<file path="config.mk">
export PLATFORM = sky130hd
export DESIGN_NAME = tri_pwm_gen
export DESIGN_NICKNAME = d
export VERILOG_FILES = /design/src/rtl/tri_pwm_pkg.sv /design/src/rtl/tri_pwm_carrier.sv /design/src/rtl/tri_pwm_compare.sv /design/src/rtl/tri_pwm_trig.sv /design/src/rtl/tri_pwm_gen.sv
export SDC_FILE = /design/constraint.sdc
export NUM_CORES = 1
export LEC_CHECK = 0
export BUFFER_PORTS_ARGS = -buffer_cell sky130_fd_sc_hd__buf_2
export CELL_PAD_IN_SITES_DETAIL_PLACEMENT = 1
export CELL_PAD_IN_SITES_GLOBAL_PLACEMENT = 2
export CORE_MARGIN = 2
export CORE_UTILIZATION = 38
export CTS_CLUSTER_SIZE = 14
export DETAILED_ROUTE_END_ITERATION = 12
export PLACE_DENSITY = 0.81
export SLEW_MARGIN = 20
export SYNTH_ARGS = -nofsm -noshare
export SYNTH_HDL_FRONTEND = slang
export SYNTH_HIERARCHICAL = 1
export SYNTH_SLANG_ARGS = --single-unit
</file>
<file path="constraint.sdc">
create_clock -name clk -period 3.35 [get_ports clk]
set_input_delay 0.67 -clock clk [delete_from_list [all_inputs] [get_ports clk]]
set_output_delay 0.67 -clock clk [all_outputs]
set_load 0.02 [all_outputs]
</file>
<file path="src/rtl/tri_pwm_pkg.sv">
package tri_pwm_pkg;
   typedef enum logic [1:0] {
      SRC_OFF  = 2'b00,
      SRC_MIN  = 2'b01,
      SRC_PEAK = 2'b10,
      SRC_BOTH = 2'b11
   } trig_src_e;

   typedef struct packed {
      logic at_min;
      logic at_peak;
   } carrier_evt_t;
endpackage

</file>
<file path="src/rtl/tri_pwm_carrier.sv">
module tri_pwm_carrier #(
   parameter int CW = 16
) (
   input  logic                       clk,
   input  logic                       rst_n,
   input  logic [CW-1:0]              per_in,
   output logic [CW-1:0]              cnt_o,
   output logic                       rising_o,
   output logic [CW-1:0]              per_o,
   output tri_pwm_pkg::carrier_evt_t  evt_o
);
   logic [CW-1:0] cnt_q, per_q;
   logic          rising_q;

   always_ff @(posedge clk or negedge rst_n) begin
      if (!rst_n) begin
         cnt_q    <= '0;
         per_q    <= '0;
         rising_q <= 1'b1;
      end else if (cnt_q == '0) begin
         per_q    <= per_in;
         rising_q <= 1'b1;
         cnt_q    <= (per_in == '0) ? '0 : CW'(1);
      end else if (rising_q) begin
         if (cnt_q >= per_q) begin
            rising_q <= 1'b0;
            cnt_q    <= cnt_q - 1'b1;
         end else begin
            cnt_q    <= cnt_q + 1'b1;
         end
      end else begin
         cnt_q <= cnt_q - 1'b1;
      end
   end

   assign cnt_o         = cnt_q;
   assign rising_o      = rising_q;
   assign per_o         = per_q;
   assign evt_o.at_min  = (cnt_q == '0);
   assign evt_o.at_peak = rising_q && (cnt_q == per_q) && (cnt_q != '0);
endmodule

</file>
<file path="src/rtl/tri_pwm_compare.sv">
module tri_pwm_compare #(
   parameter int CW = 16
) (
   input  logic                       clk,
   input  logic                       rst_n,
   input  logic [CW-1:0]              cmp_in,
   input  logic                       cmp_wr,
   input  logic                       load_at_peak,
   input  tri_pwm_pkg::carrier_evt_t  evt,
   input  logic [CW-1:0]              cnt,
   input  logic [CW-1:0]              per,
   output logic [CW-1:0]              cmp_act_o,
   output logic                       pwm_o
);
   logic [CW-1:0] shadow_q, act_q;
   logic          reload;

   assign reload = load_at_peak ? evt.at_peak : evt.at_min;

   always_ff @(posedge clk or negedge rst_n) begin
      if (!rst_n) begin
         shadow_q <= '0;
         act_q    <= '0;
      end else begin
         if (cmp_wr) shadow_q <= cmp_in;
         if (reload) act_q    <= shadow_q;
      end
   end

   assign cmp_act_o = act_q;
   assign pwm_o     = (act_q != '0) && ((act_q >= per) || (cnt < act_q));
endmodule

</file>
<file path="src/rtl/tri_pwm_trig.sv">
module tri_pwm_trig #(
   parameter int DW = 4
) (
   input  logic                       clk,
   input  logic                       rst_n,
   input  tri_pwm_pkg::trig_src_e     src,
   input  logic [DW-1:0]              div,
   input  tri_pwm_pkg::carrier_evt_t  evt,
   output logic                       trig_o
);
   logic [DW-1:0] ev_cnt_q;
   logic [DW:0]   ev_next;
   logic          qual, wrap;

   assign qual    = (src[0] && evt.at_min) || (src[1] && evt.at_peak);
   assign ev_next = {1'b0, ev_cnt_q} + 1'b1;
   assign wrap    = ev_next >= {1'b0, div};

   always_ff @(posedge clk or negedge rst_n) begin
      if (!rst_n)    ev_cnt_q <= '0;
      else if (qual) ev_cnt_q <= wrap ? '0 : ev_next[DW-1:0];
   end

   assign trig_o = qual && (ev_cnt_q == '0);
endmodule

</file>
<file path="src/rtl/tri_pwm_gen.sv">
module tri_pwm_gen #(
   parameter int CW = 16,
   parameter int DW = 4
) (
   input  logic          clk,
   input  logic          rst_n,
   input  logic [CW-1:0] per_in,
   input  logic [CW-1:0] cmp_in,
   input  logic          cmp_wr,
   input  logic          load_at_peak,
   input  logic [1:0]    adc_src,
   input  logic [DW-1:0] adc_div,
   input  logic [1:0]    task_src,
   input  logic [DW-1:0] task_div,
   output logic          pwm_out,
   output logic          adc_trig,
   output logic          task_trig
);
   import tri_pwm_pkg::*;

   localparam int NTRIG = 2;

   if (CW < 2) begin : g_bad_cw
      $error("tri_pwm_gen: CW must be at least 2");
   end
   if (DW < 1) begin : g_bad_dw
      $error("tri_pwm_gen: DW must be at least 1");
   end

   logic [CW-1:0] cnt, per_act, cmp_act;
   logic          dir_up;
   carrier_evt_t  evt;

   tri_pwm_carrier #(.CW(CW)) i_carrier (
      .clk(clk), .rst_n(rst_n), .per_in(per_in),
      .cnt_o(cnt), .rising_o(dir_up), .per_o(per_act), .evt_o(evt)
   );

   tri_pwm_compare #(.CW(CW)) i_compare (
      .clk(clk), .rst_n(rst_n), .cmp_in(cmp_in), .cmp_wr(cmp_wr),
      .load_at_peak(load_at_peak), .evt(evt), .cnt(cnt), .per(per_act),
      .cmp_act_o(cmp_act), .pwm_o(pwm_out)
   );

   trig_src_e     src_a [NTRIG];
   logic [DW-1:0] div_a [NTRIG];
   logic          trig_a [NTRIG];

   assign src_a[0] = trig_src_e'(adc_src);
   assign src_a[1] = trig_src_e'(task_src);
   assign div_a[0] = adc_div;
   assign div_a[1] = task_div;

   for (genvar gi = 0; gi < NTRIG; gi++) begin : g_trig
      tri_pwm_trig #(.DW(DW)) i_trig (
         .clk(clk), .rst_n(rst_n), .src(src_a[gi]), .div(div_a[gi]),
         .evt(evt), .trig_o(trig_a[gi])
      );
   end

   assign adc_trig  = trig_a[0];
   assign task_trig = trig_a[1];
endmodule

</file>
==> impl_metrics.ini <==
[cts]
clkSinkCount = 73
post_cts_buffers = 0
cts_root_buf = clkbuf_16
ctsHoldBuffers = 0
clock_path_buffers = 2
cts_tree = done
clk_pin_slew_ns = 0.06
cts_buffers = 9
ctsHtreeMaxLevel = 3
clk_latency_ns = 0.35

[place]
port_buffers = 50
post-dp-hpwl_um = 10080
post-place-ws_ns = 0.4327
place_congestion = 0.8931

[route]
wl_um = 13180
viasPerCell = 5.326
drc = 0
avgRoutedWirePerCell_um = 17.60
vias = 3989
drtAntennaViolNets = 0
dr.pass1.iters = 4
first_iter_violations = 106

[final_layout]
final_common_cell = dfrtp_1
fillers = 1461
seq_area_um2 = 1828
final_util_pct = 45.39
layout-drive-gt1-share_pct = 24.09
area_growth_pct = 15.53
final_cell_mix = 72 x dfrtp_1, 61 x inv_1, 61 x ha_1, 50 x buf_2, 43 x nand2_1
multi_input_area_um2 = 2884
nets = 681
n_antenna_cell = 0

[synth]
ys_warn_count = 6
ys_async_sr_fraction_pct = 100.0
syn_inst = 518
synth_area_um2 = 5019
ys_seq_area_share_pct = 36.42
synth_area_per_cell_um2 = 9.688
yosys_register_bits = 73
synth-edff-count = 0
synth_nets = 627
yosys_most_used_dff = dfrtp_1
synthDistinctLibCells = 58

[flow_run]
cap_violations = 0

[sta]
slew_headroom_pct = 42.45
skew_ns = 0.004315
tightestPinTransition_ns = 0.8632
setup_viol_count_final = 0
holdWs_ns = 0.4287
fin_ws_ns = 0.1872
finalHoldViolations = 0
fmax_ghz = 0.3162
period_needed_ns = 3.163
tns_ns = 0
grt_setup_unrepaired = false
drv_slew = 0
finalCritPeriodShare_pct = 94.41

[worst_hold_path]
worstHoldPathType = in2async

[global_routing]
grt_pass1_wl_um = 22180
grt_max_degree = 42
track_usage_pct = 20.00
grt_overflow = 0
grt_pass1_vias = 4379
grt_antenna_before_repair = 0

[worst_setup_path]
reg2reg_depth = 7
path_max_fanout = 12
path_cells = or3_4 -> nor3_1 -> and4b_2 -> a22oi_2 -> nor4b_1 -> buf_2
cp.arrival_ns = 2.49
critical_path.max_stage_delay_ns = 0.52
crit_start = i_carrier/cnt_o[7]$_DFF_PN0_
crit_path_end = task_trig
worstSetupPathType = reg2out
rr_endpoint = i_carrier/cnt_o[14]$_DFF_PN0_
critical_path_required_ns = 2.68
rrSetupSlack_ns = 0.66
cp-start-kind = register
critPathCaptureType = output port
slowest_stage = dfrtp_1
reg2reg_from = i_carrier/cnt_o[11]$_DFF_PN0_

[die]
die_w_um = 118.9
dieArea_um2 = 14140
start_util_pct = 39.29
rows = 41
dieHeight_um = 118.9
ios = 51
coreArea_um2 = 12770

[pwr]
power_mw = 4.619
vdd_drop_max_mv = 0.3859
power.density_nw_per_um2 = 796.6
p_leak_nw = 2.766

[status]
status = finished, final reports clean
[cells in the mapped netlist, types with 2 or more instances]
library cell	n	area, um2
nor2_1	29	108.9
nor3b_1	4	30.03
o31a_1	2	17.52
o22ai_1	2	12.51
xor2_1	3	26.28
mux2_2	42	473.0
nor2b_1	7	43.79
xnor2_1	3	26.28
nand4_1	15	93.84
o21ai_1	8	40.04
nand3_1	17	85.08
o21a_1	3	22.52
nand2_1	43	161.4
or3b_1	2	17.52
or3_1	2	12.51
o21ai_0	27	135.1
inv_1	61	229.0
and2_1	5	31.28
and3b_1	2	17.52
or3b_2	2	17.52
nor4b_1	2	17.52
nor4_1	8	50.05
o21bai_1	2	15.01
nand2b_1	6	37.54
mux2i_1	8	80.08
nand3b_1	2	15.01
and3_1	2	12.51
or2_2	4	25.02
a2111oi_4	2	55.05
nor3_1	8	40.04
o211ai_1	3	22.52
a21oi_1	16	80.08
clkbuf_1	2	7.510
a21o_1	6	45.04
o21ai_2	2	17.52
buf_2	9	45.04
buf_4	3	22.52
a22oi_2	2	25.02
ha_1	61	763.2
nand2b_4	2	27.53
dfrtp_1	72	1802
[how the worst min path moves through the flow]
stage / start / end / slack [ns] / cells after the start
after global routing: rst_n / g_trig[0].i_trig/ev_cnt_q[0]$_DFFE_PN0P_ / 0.51 / 1
after global placement: i_compare/shadow_q[15]$_DFFE_PN0P_ / i_compare/cmp_act_o[15]$_DFFE_PN0P_ / 0.49 / 1
after floorplan: rst_n / g_trig[0].i_trig/ev_cnt_q[0]$_DFFE_PN0P_ / 0.37 / 0
after detailed placement: i_compare/shadow_q[15]$_DFFE_PN0P_ / i_compare/cmp_act_o[15]$_DFFE_PN0P_ / 0.49 / 1
final: rst_n / g_trig[0].i_trig/ev_cnt_q[0]$_DFFE_PN0P_ / 0.43 / 1
after CTS: rst_n / i_carrier/cnt_o[6]$_DFF_PN0_ / 0.47 / 1
[worst max-delay path: cells and delay by family, from the launching register on]
| kind | cells | cell delay, ns |
|---|---|---|
| buf+inv | 1 | 0.21 |
| compound gates | 1 | 0.10 |
| flops | 1 | 0.52 |
| simple gates | 4 | 1.29 |
[state kept, by name (all words and copies together), names as in the netlist]
name	cells
i_carrier/per_o	16
i_carrier/rising_o	1
i_compare/shadow_q	16
i_compare/cmp_act_o	16
i_carrier/cnt_o	16
g_trig.i_trig/ev_cnt_q	8
[stage by stage]
step / instances / cell area, um2
2_1_floorplan: 518 / 5019
3_3_place_gp: 733 / 5470
3_5_place_dp: 733 / 5470
4_1_cts: 749 / 5789
5_1_grt: 749 / 5798
6_report: 749 / 5798
[report_power, final]
group	leakage [nW]	total (mW)	internal, mW	switching (mW)
clock	0.153	1.06	0.655	0.401
sequential	0.904	1.51	1.16	0.345
combinational	1.71	2.06	0.943	1.11
[final cells by class]
type / count / share of cell area [%]
clock buffer: 10 / 3.949
clock inverter: 6 / 1.554
inverter: 61 / 3.949
multi-input combinational: 369 / 49.74
sequential: 73 / 31.53
tap: 172 / 3.712
timing repair buffer: 58 / 5.568
[metal layers]
metal	vias to the layer above	share of wire (%)	GRT usage, %
li1	1932	-	-
met1	1952	45	24.74
met2	78	49	34.30
met3	27	2.7	2.778
met4	0	3.1	9.449
met5	-	0	0
[logic make-up after synthesis]
| logic type | after synthesis | synth area share [%] |
|---|---|---|
| and+or+nand+nor | 168 | 18.40 |
| DFF | 73 | 36.42 |
| muxes | 51 | 11.29 |
| AOI/OAI and AO/OA | 83 | 11.34 |
| xor gates and xnor gates | 6 | 1.047 |
| adders and majority gates | 61 | 15.21 |
| buffers and inverters | 76 | 6.283 |
[what timing repair did]
| action | CTS | global route |
|---|---|---|
| endpoints found under the setup margin | 0 | 2 |
| gates resized for setup | 0 | 3 |
| endpoints found under the hold margin | 0 | 0 |
Note: power is estimated with default switching activity, not from simulation.
